**config.mk**
```make
export PLATFORM = sky130hd
export DESIGN_NAME = adc_seq_ctrl
export DESIGN_NICKNAME = d
export VERILOG_FILES = /design/src/rtl/adc_seq_pkg.sv /design/src/rtl/adc_prescaler.sv /design/src/rtl/adc_conv_fsm.sv /design/src/rtl/adc_irq_flag.sv /design/src/rtl/adc_seq_ctrl.sv
export SDC_FILE = /design/constraint.sdc
export NUM_CORES = 1
export LEC_CHECK = 0
export BUFFER_PORTS_ARGS = -buffer_cell sky130_fd_sc_hd__buf_2
export CAP_MARGIN = 0
export CELL_PAD_IN_SITES_DETAIL_PLACEMENT = 2
export CELL_PAD_IN_SITES_GLOBAL_PLACEMENT = 2
export CORE_MARGIN = 3
export CORE_UTILIZATION = 36
export DETAILED_ROUTE_END_ITERATION = 6
export GPL_ROUTABILITY_DRIVEN = 0
export PLACE_DENSITY = 0.89
export SKIP_LAST_GASP = 1
export SLEW_MARGIN = 25
export SYNTH_ARGS = -nofsm -noshare
export SYNTH_HDL_FRONTEND = slang
export SYNTH_SLANG_ARGS = --single-unit
```
**constraint.sdc**
```tcl
create_clock -name clk_i -period 3.5 [get_ports clk_i]
set_input_delay 0.35 -clock clk_i [delete_from_list [all_inputs] [get_ports clk_i]]
set_output_delay 0.35 -clock clk_i [all_outputs]
set_load 0.03 [all_outputs]
```
**src/rtl/adc_seq_pkg.sv**
```systemverilog
package adc_seq_pkg;
  typedef enum logic [1:0] {
    ST_IDLE = 2'd0,
    ST_INIT = 2'd1,
    ST_CONV = 2'd2
  } conv_st_e;
endpackage

```
**src/rtl/adc_prescaler.sv**
```systemverilog
module adc_prescaler #(
  parameter int PS_W  = 7,
  parameter int SEL_W = 3
) (
  input  logic             clk_i,
  input  logic             rst_ni,
  input  logic             en_i,
  input  logic [SEL_W-1:0] sel_i,
  output logic             tick_o
);
  logic [PS_W-1:0] cnt_q;
  logic [PS_W-1:0] mask;
  logic [4:0]      shamt;

  // code 0 aliases code 1 (divide by 2)
  always_comb begin
    shamt = (sel_i == '0) ? 5'd1 : 5'(sel_i);
    mask  = PS_W'((32'd1 << shamt) - 32'd1);
  end

  always_ff @(posedge clk_i or negedge rst_ni) begin
    if (!rst_ni)    cnt_q <= '0;
    else if (!en_i) cnt_q <= '0;
    else            cnt_q <= cnt_q + 1'b1;
  end

  assign tick_o = en_i && ((cnt_q & mask) == mask);


  tick_gap_chk: assert property (@(posedge clk_i) disable iff (!rst_ni)
    tick_o |=> !tick_o);
endmodule

```
**src/rtl/adc_conv_fsm.sv**
```systemverilog
module adc_conv_fsm
  import adc_seq_pkg::*;
#(
  parameter int CH_W        = 3,
  parameter int CONV_TICKS  = 13,
  parameter int INIT_TICKS  = 13,
  parameter int SAMPLE_TICK = 1
) (
  input  logic            clk_i,
  input  logic            rst_ni,
  input  logic            en_i,
  input  logic            tick_i,
  input  logic            start_wr_i,
  input  logic [CH_W-1:0] chan_i,
  output logic [CH_W-1:0] chan_sel_o,
  output logic            busy_o,
  output logic            conv_start_o,
  output logic            sample_o,
  output logic            done_o
);
  localparam int MAXT = (CONV_TICKS > INIT_TICKS) ? CONV_TICKS : INIT_TICKS;
  localparam int TC_W = $clog2(MAXT + 1);
  localparam logic [TC_W-1:0] CONV_LAST = TC_W'(CONV_TICKS - 1);
  localparam logic [TC_W-1:0] INIT_LAST = TC_W'(INIT_TICKS - 1);
  localparam logic [TC_W-1:0] SMP_AT    = TC_W'(SAMPLE_TICK);

  conv_st_e        st_q;
  logic [TC_W-1:0] tcnt_q;
  logic            first_q;
  logic [CH_W-1:0] chan_q;
  logic            init_end;

  assign init_end     = (st_q == ST_INIT) && tick_i && (tcnt_q == INIT_LAST);
  assign done_o       = (st_q == ST_CONV) && tick_i && (tcnt_q == CONV_LAST);
  assign conv_start_o = (st_q == ST_CONV) && tick_i && (tcnt_q == '0);
  assign sample_o     = (st_q == ST_CONV) && tick_i && (tcnt_q == SMP_AT);
  assign busy_o       = (st_q != ST_IDLE);
  assign chan_sel_o   = chan_q;

  // channel tracks request only while idle
  always_ff @(posedge clk_i or negedge rst_ni) begin
    if (!rst_ni)               chan_q <= '0;
    else if (st_q == ST_IDLE)  chan_q <= chan_i;
  end

  always_ff @(posedge clk_i or negedge rst_ni) begin
    if (!rst_ni) begin
      st_q    <= ST_IDLE;
      tcnt_q  <= '0;
      first_q <= 1'b1;
    end else if (!en_i) begin
      st_q    <= ST_IDLE;
      tcnt_q  <= '0;
      first_q <= 1'b1;
    end else begin
      unique case (st_q)
        ST_IDLE: if (start_wr_i) begin
          st_q   <= first_q ? ST_INIT : ST_CONV;
          tcnt_q <= '0;
        end
        ST_INIT: if (tick_i) begin
          if (init_end) begin
            st_q    <= ST_CONV;
            tcnt_q  <= '0;
            first_q <= 1'b0;
          end else tcnt_q <= tcnt_q + 1'b1;
        end
        ST_CONV: if (tick_i) begin
          if (done_o) begin
            st_q   <= ST_IDLE;
            tcnt_q <= '0;
          end else tcnt_q <= tcnt_q + 1'b1;
        end
        default: st_q <= ST_IDLE;
      endcase
    end
  end


  busy_drop_chk: assert property (@(posedge clk_i) disable iff (!rst_ni)
    done_o |=> !busy_o);

  chan_hold_chk: assert property (@(posedge clk_i) disable iff (!rst_ni)
    (busy_o && $past(busy_o)) |-> $stable(chan_sel_o));

  start_src_chk: assert property (@(posedge clk_i) disable iff (!rst_ni)
    $rose(busy_o) |-> ($past(start_wr_i) && $past(en_i)));

  abort_chk: assert property (@(posedge clk_i) disable iff (!rst_ni)
    !en_i |=> !busy_o);
endmodule

```
**src/rtl/adc_irq_flag.sv**
```systemverilog
module adc_irq_flag (
  input  logic clk_i,
  input  logic rst_ni,
  input  logic done_i,
  input  logic clr_i,
  output logic irq_o
);
  always_ff @(posedge clk_i or negedge rst_ni) begin
    if (!rst_ni)     irq_o <= 1'b0;
    else if (done_i) irq_o <= 1'b1;
    else if (clr_i)  irq_o <= 1'b0;
  end


  irq_set_chk: assert property (@(posedge clk_i) disable iff (!rst_ni)
    done_i |=> irq_o);

  irq_hold_chk: assert property (@(posedge clk_i) disable iff (!rst_ni)
    (irq_o && !clr_i) |=> irq_o);
endmodule

```
**src/rtl/adc_seq_ctrl.sv**
```systemverilog
module adc_seq_ctrl #(
  parameter int CH_W        = 3,
  parameter int SEL_W       = 3,
  parameter int PS_W        = 7,
  parameter int CONV_TICKS  = 13,
  parameter int INIT_TICKS  = 13,
  parameter int SAMPLE_TICK = 1
) (
  input  logic             clk_i,
  input  logic             rst_ni,
  input  logic             en_i,
  input  logic             start_wr_i,
  input  logic [CH_W-1:0]  chan_i,
  input  logic [SEL_W-1:0] ps_sel_i,
  input  logic             irq_clr_i,
  output logic             adc_clk_en_o,
  output logic [CH_W-1:0]  chan_sel_o,
  output logic             conv_start_o,
  output logic             sample_o,
  output logic             busy_o,
  output logic             done_o,
  output logic             irq_o
);
  logic tick;

  adc_prescaler #(.PS_W(PS_W), .SEL_W(SEL_W)) u_pre (
    .clk_i(clk_i), .rst_ni(rst_ni), .en_i(en_i), .sel_i(ps_sel_i), .tick_o(tick)
  );

  adc_conv_fsm #(
    .CH_W(CH_W), .CONV_TICKS(CONV_TICKS), .INIT_TICKS(INIT_TICKS),
    .SAMPLE_TICK(SAMPLE_TICK)
  ) u_fsm (
    .clk_i(clk_i), .rst_ni(rst_ni), .en_i(en_i), .tick_i(tick),
    .start_wr_i(start_wr_i), .chan_i(chan_i), .chan_sel_o(chan_sel_o),
    .busy_o(busy_o), .conv_start_o(conv_start_o), .sample_o(sample_o),
    .done_o(done_o)
  );

  adc_irq_flag u_irq (
    .clk_i(clk_i), .rst_ni(rst_ni), .done_i(done_o), .clr_i(irq_clr_i),
    .irq_o(irq_o)
  );

  assign adc_clk_en_o = tick;


  strobe_in_conv_chk: assert property (@(posedge clk_i) disable iff (!rst_ni)
    (conv_start_o || sample_o) |-> (busy_o && adc_clk_en_o));
endmodule

```
# Yosys cells after proc, flatten, opt, wreduce, memory -nomap -nowiden
# Cells that the tools add are included.
word_totals:
  register_bits: 18
  latch_bits: 0
  ram_bits: 0
  romBits: 0
  wordCells: 63
  memories: 0
classes:
  n_addsub: 3
  n_mul: 0
  div_mod_pow: 0
  magnitude_cmp: 0
  n_eq_ne: 14
  shifts: 1
  mux: 23
  bitwise_logic: 1
  n_reduce_logical: 15
op_table:
  columns: ["op", "count"]
  rows:
  - ["two-way mux 4 bit", 6]
  - ["two-way mux 2 bit", 7]
  - ["case mux 4 bit (3 select lines)", 1]
  - ["inequality test 3 x 2 -> 1 bit, second input constant", 3]
  - ["adder 7 x 1 -> 7 bit, second input constant", 1]
  - ["bitwise AND 7 bit", 1]
  - ["== test 7 bit", 1]
  - ["logical AND 1 bit", 7]
  - ["two-way mux 7 bit", 1]
  - ["<< shifter 1 x 5 -> 7 bit, first input constant", 1]
  - ["subtractor 7 x 1 -> 7 bit, second input constant", 1]
  - ["two-way mux 1 bit", 6]
  - ["inequality test 2 x 1 -> 1 bit, second input constant", 3]
  - ["inequality test 3 bit, second input constant", 2]
  - ["case mux 2 bit (3 select lines)", 1]
  - ["AND reduction 5 bit", 1]
  - ["adder 4 x 1 -> 4 bit, second input constant", 1]
  - ["== test 4 x 1 -> 1 bit, second input constant", 1]
  - ["== test 4 bit, second input constant", 1]
  - ["logical NOT 4 bit", 1]
  - ["inequality test 4 x 1 -> 1 bit, second input constant", 1]
  - ["AND reduction 4 bit", 1]
  - ["nonzero test 2 bit", 2]
  - ["logical NOT 3 bit", 1]
  - ["5 further kinds", 5]

# Logic depth before layout (Yosys ltp)
logic_depth:
  ltp_word: 13
  mapped_depth: 9
  mapped_depth_nobuf: 8

# Hierarchy
# A second synthesis with hierarchy kept.
hier_totals:
  hier_cells: 107
  hier_area_um2: 1087.3
by_module_without_submodules:
  columns: ["mod", "instances", "cells_per_inst", "area_each_um2", "seq_area_each_um2"]
  rows:
  - ["adc_conv_fsm", 1, 66, 656.9, 251.5]
  - ["adc_prescaler", 1, 38, 394.1, 175.2]
  - ["adc_irq_flag", 1, 3, 36.3, 25.0]

# Least setup slack after synthesis
# No wires, ideal clock.
synth_path:
  kind: "in2out"
  startpoint: "in ps_sel_i[2]"
  endpoint: "out done_o"
  t_arrival_ps: 1918
  required_ps: 3150
  setup_slack_ps: 1232
  cell_stages: 6
  cell_sequence: "or2_2 > ha_1 > o21ai_0 > a311oi_2 > nand2_1 > nor2_1"
synth_between:
  elab_chain_cells: 9
synth_rtl:
  columns: ["element", "line", "source"]
  rows:
  - ["from (decl)", "adc_seq_ctrl.sv:14", "input logic [SEL_W-1:0] ps_sel_i,"]
  - ["logical NOT 3 bit", "adc_prescaler.sv:17", "shamt = (sel_i == '0) ? 5'd1 : 5'(sel_i);"]
  - ["two-way mux 3 bit *", "adc_prescaler.sv:17", null]
  - ["<< shifter 1 x 5 -> 7 bit *", "adc_prescaler.sv:18", "mask = PS_W'((32'd1 << shamt) - 32'd1);"]
  - ["subtractor 7 x 1 -> 7 bit *", "adc_prescaler.sv:18", null]
  - ["bitwise AND 7 bit", "adc_prescaler.sv:27", "assign tick_o = en_i && ((cnt_q & mask) == mask);"]
  - ["== test 7 bit *", "adc_prescaler.sv:27", null]
  - ["logical AND 1 bit *", "adc_prescaler.sv:27", null]
  - ["logical AND 1 bit * (2 in a row)", "adc_conv_fsm.sv:34", "assign done_o = (st_q == ST_CONV) && tick_i && (tcnt_q == CONV_LAST);"]
  - ["to (decl)", "adc_seq_ctrl.sv:21", "output logic done_o,"]
# Mark *: on every way between the ends. The rest lies on a longest branch, timed or not.

# Worst setup path in the final report
layout_path:
  startpoint: "in ps_sel_i[2]"
  endpoint: "out conv_start_o"
layout_between:
  elab_chain_cells: 9
layout_rtl:
  columns: ["element", "line", "source"]
  rows:
  - ["logical NOT 3 bit", "adc_prescaler.sv:17", null]
  - ["two-way mux 3 bit *", "adc_prescaler.sv:17", null]
  - ["<< shifter 1 x 5 -> 7 bit *", "adc_prescaler.sv:18", null]
  - ["subtractor 7 x 1 -> 7 bit *", "adc_prescaler.sv:18", null]
  - ["bitwise AND 7 bit", "adc_prescaler.sv:27", null]
  - ["== test 7 bit *", "adc_prescaler.sv:27", null]
  - ["logical AND 1 bit *", "adc_prescaler.sv:27", null]
  - ["logical AND 1 bit * (2 in a row)", "adc_conv_fsm.sv:35", "assign conv_start_o = (st_q == ST_CONV) && tick_i && (tcnt_q == '0);"]
  - ["to (decl)", "adc_seq_ctrl.sv:18", "output logic conv_start_o,"]
# Marked as above.

==> key figures <==
Clock tree
  – CTS Buf Count: 3
  – Hold-fix buffers, CTS: 1
  – CTS tree: done
  – Clk pin slew, worst setup/hold paths: 0.11 ns
  – Clk Tree Root Cell: clkbuf_4
  – Clk sink count: 18
  – Max clock buf depth: 2
  – Postcts setup bufs: 0
  – H-tree depth: 1
  – Latest clock arrival within the worst-skew pair: 0.30 ns
  – Cts repair resizes: 0

Global route
  – Grt total ovfl: 0
  – Antenna violations before repair: 0
  – First-pass GRT wire length: 4540 um
  – Largest net degree at the start of global routing: 19
  – Total track usage: 16.9%
  – Vias in the first global route: 947

Power and ir drop
  – Max VDD drop: 0.000207 V
  – Cell Pwr Density: 457 nW/um2
  – Leakage: 0.614 nW

Cells and area
  – Area grow syn2layout: 15.8%
  – Final Util: 44.7%
  – Final Non-Filler Cells: 167
  – Final net count: 156
  – Share of cells above drive strength 1: 26.5%
  – Diode count: 0

Run status
  – Status: complete, no violations

Route
  – DRT iter0 DRCs: 23
  – Drt total wl: 2750 um
  – Antenna-violating nets left: 0
  – Average routed wire per standard cell: 16.5 um
  – Via density: 5.37
  – Drc violations: 0
  – Pre-antenna DRT Iters: 4
  – Vias: 897

Synthesis
  – Yosys top cell by area: dfrtp_1
  – Share of the synthesized area in the top cell type: 38.9%
  – Synth warn: 0
  – Synth cell types: 37
  – Area contributors post-synth: dfrtp_1 39%, ha_1 9.2%, o21ai_0 4.1%
  – Ys async rst share: 100%
  – Seq/Total Area, Yosys: 41.4%
  – Post-Syn Instances: 114
  – Synth Register Bits: 18
  – Syn_nets: 133
  – Avg Cell Area, Syn: 9.58 um2
  – EDFF count, synth: 0
  – Top FF cell, synth: dfrtp_1
  – Synth Cell Area: 1090 um2

Placement
  – Number of port buffers: 19
  – Pre-CTS setup slack: 0.976 ns
  – Placed cell count: 162
  – DP HPWL: 2210 um

Floorplan
  – Chip width: 61.1 um
  – Row count: 19
  – Initial core utilization: 38.6%
  – I/O Pins: 20
  – Total Die Area: 3730 um2
  – Die Y: 61.1 um
  – Core footprint: 2830 um2

STA
  – Number of hold violations in the final report: 0
  – Crit share post-route: 72.2%
  – Clock Skews: 0.00168 ns
  – Max Fclk: 0.396 GHz
  – TNS Setup: 0 ns
  – Setup-failing EPs final: 0
  – Final hold slack: 0.233 ns
  – Fin crit period: 2.53 ns
  – Fin worst setup slack: 0.975 ns
  – Final Max Slew Viols: 0
  – RSZ-0062 raised after global routing: no

Flow run
  – Max-cap violations: 0

Critical path
  – Worst endpoint required time: 3.15 ns
  – CP max FO: 5
  – Worst setup EP type: output pin
  – FF-to-FF setup slack: 1.33 ns
  – Setup CP Type: primary input to output pin
  – CP arrival: 2.18 ns
  – CP Launch Type: primary input

Hold path
  – Hold Path Class: primary input to flip-flop
[per-layer routing]
metal | track usage [%] | routed length (um) | vias to the layer above
li1 | - | - | 430
met1 | 20.8 | 1130 | 447
met2 | 28.9 | 1500 | 14
met3 | 2.10 | 68 | 6
met4 | 8.36 | 57 | 0
met5 | 0 | 0 | -
[flip-flops by register name (all words and copies together), names as in the netlist]
| signal | count |
|---|---|
| u_irq.irq_o | 1 |
| u_pre.cnt_q | 7 |
| u_fsm.st_q | 2 |
| u_fsm.first_q | 1 |
| u_fsm.chan_sel_o | 3 |
| u_fsm.tcnt_q | 4 |
[path summary, 6_finish.rpt]
kind,to,from,cells after the start
max in group asynchronous,u_fsm.first_q$_DFFE_PN1P_,rst_ni,2
min reg2reg,u_pre.cnt_q[0]$_DFF_PN0_,u_pre.cnt_q[0]$_DFF_PN0_,1
max reg2reg,u_fsm.tcnt_q[2]$_DFFE_PN0P_,u_fsm.st_q[0]$_DFFE_PN0P_,8
min in group asynchronous,u_pre.cnt_q[6]$_DFF_PN0_,rst_ni,2
max,conv_start_o,ps_sel_i[2],8
min,u_irq.irq_o$_DFFE_PN0P_,irq_clr_i,2
[through the flow]
step	cell area [um2]	power, W
5_1_grt	1260	0.000625
4_1_cts	1260	0.000591
3_3_place_gp	1220	0.000440
6_report	1260	0.000579
2_1_floorplan	1090	0.000388
3_5_place_dp	1220	0.000456
[layout make-up]
class | instances | area, um2
timing repair buffer | 20 | 105
clock buffer | 4 | 36.3
sequential | 18 | 452
fill | 331 | 1560
multi-input combinational | 84 | 596
tap | 31 | 38.8
inverter | 10 | 37.5
[worst max-delay path, cell delays in order]
cell and delay [ns]:
buf_2 0.13, or2_2 0.30, ha_1 0.28, o21ai_0 0.10, a311oi_2 0.44, and2b_2 0.24, and3_1 0.14, buf_2 0.19
[layout by cell type, fill, tap and decap left out, types with 2 or more instances in the layout]
cell type | netlist | layout
and2_1 | 7 | 7
o21ai_0 | 9 | 9
a21oi_1 | 2 | 2
nor2_1 | 5 | 5
nand3_1 | 7 | 7
nor2b_1 | 4 | 4
nor3_1 | 3 | 3
clkbuf_4 | 0 | 3
ha_1 | 8 | 8
inv_1 | 10 | 10
nand2_1 | 8 | 8
mux2_2 | 3 | 3
dfrtp_1 | 17 | 17
and3_1 | 3 | 3
buf_2 | 0 | 19
xnor2_1 | 4 | 4
[cell usage after synthesis (2+ instances only)]
| master | number |
|---|---|
| dfrtp_1 | 17 |
| nor2_1 | 5 |
| nor3_1 | 3 |
| clkbuf_1 | 2 |
| xnor2_1 | 4 |
| inv_1 | 10 |
| and3_1 | 3 |
| a21oi_1 | 2 |
| nand3_1 | 7 |
| nand2_1 | 8 |
| o21ai_0 | 9 |
| and2_1 | 7 |
| ha_1 | 8 |
| mux2_2 | 3 |
| nor2b_1 | 4 |
[cells by family (layout without fill, tap and decap cells)]
| kind of cell | after synthesis | after routing | synth area share, % |
|---|---|---|---|
| DFF | 18 | 18 | 41.4 |
| AOI/OAI and AO/OA | 21 | 21 | 13.4 |
| other | 1 | 1 | 0.343 |
| and+or+nand+nor | 45 | 45 | 23.1 |
| buffers and inverters | 12 | 34 | 4.12 |
| muxes | 4 | 4 | 4.47 |
| xor gates and xnor gates | 5 | 5 | 4.01 |
| adders and majority gates | 8 | 8 | 9.16 |
[where the power goes]
| group | leakage [nW] | internal, W | switching, W |
|---|---|---|---|
| registers | 0.237 | 0.000230 | 0.0000193 |
| clock network | 0.0210 | 0.0000634 | 0.0000676 |
| logic | 0.355 | 0.0000709 | 0.000127 |
Note: power is estimated with default switching activity, not from simulation.
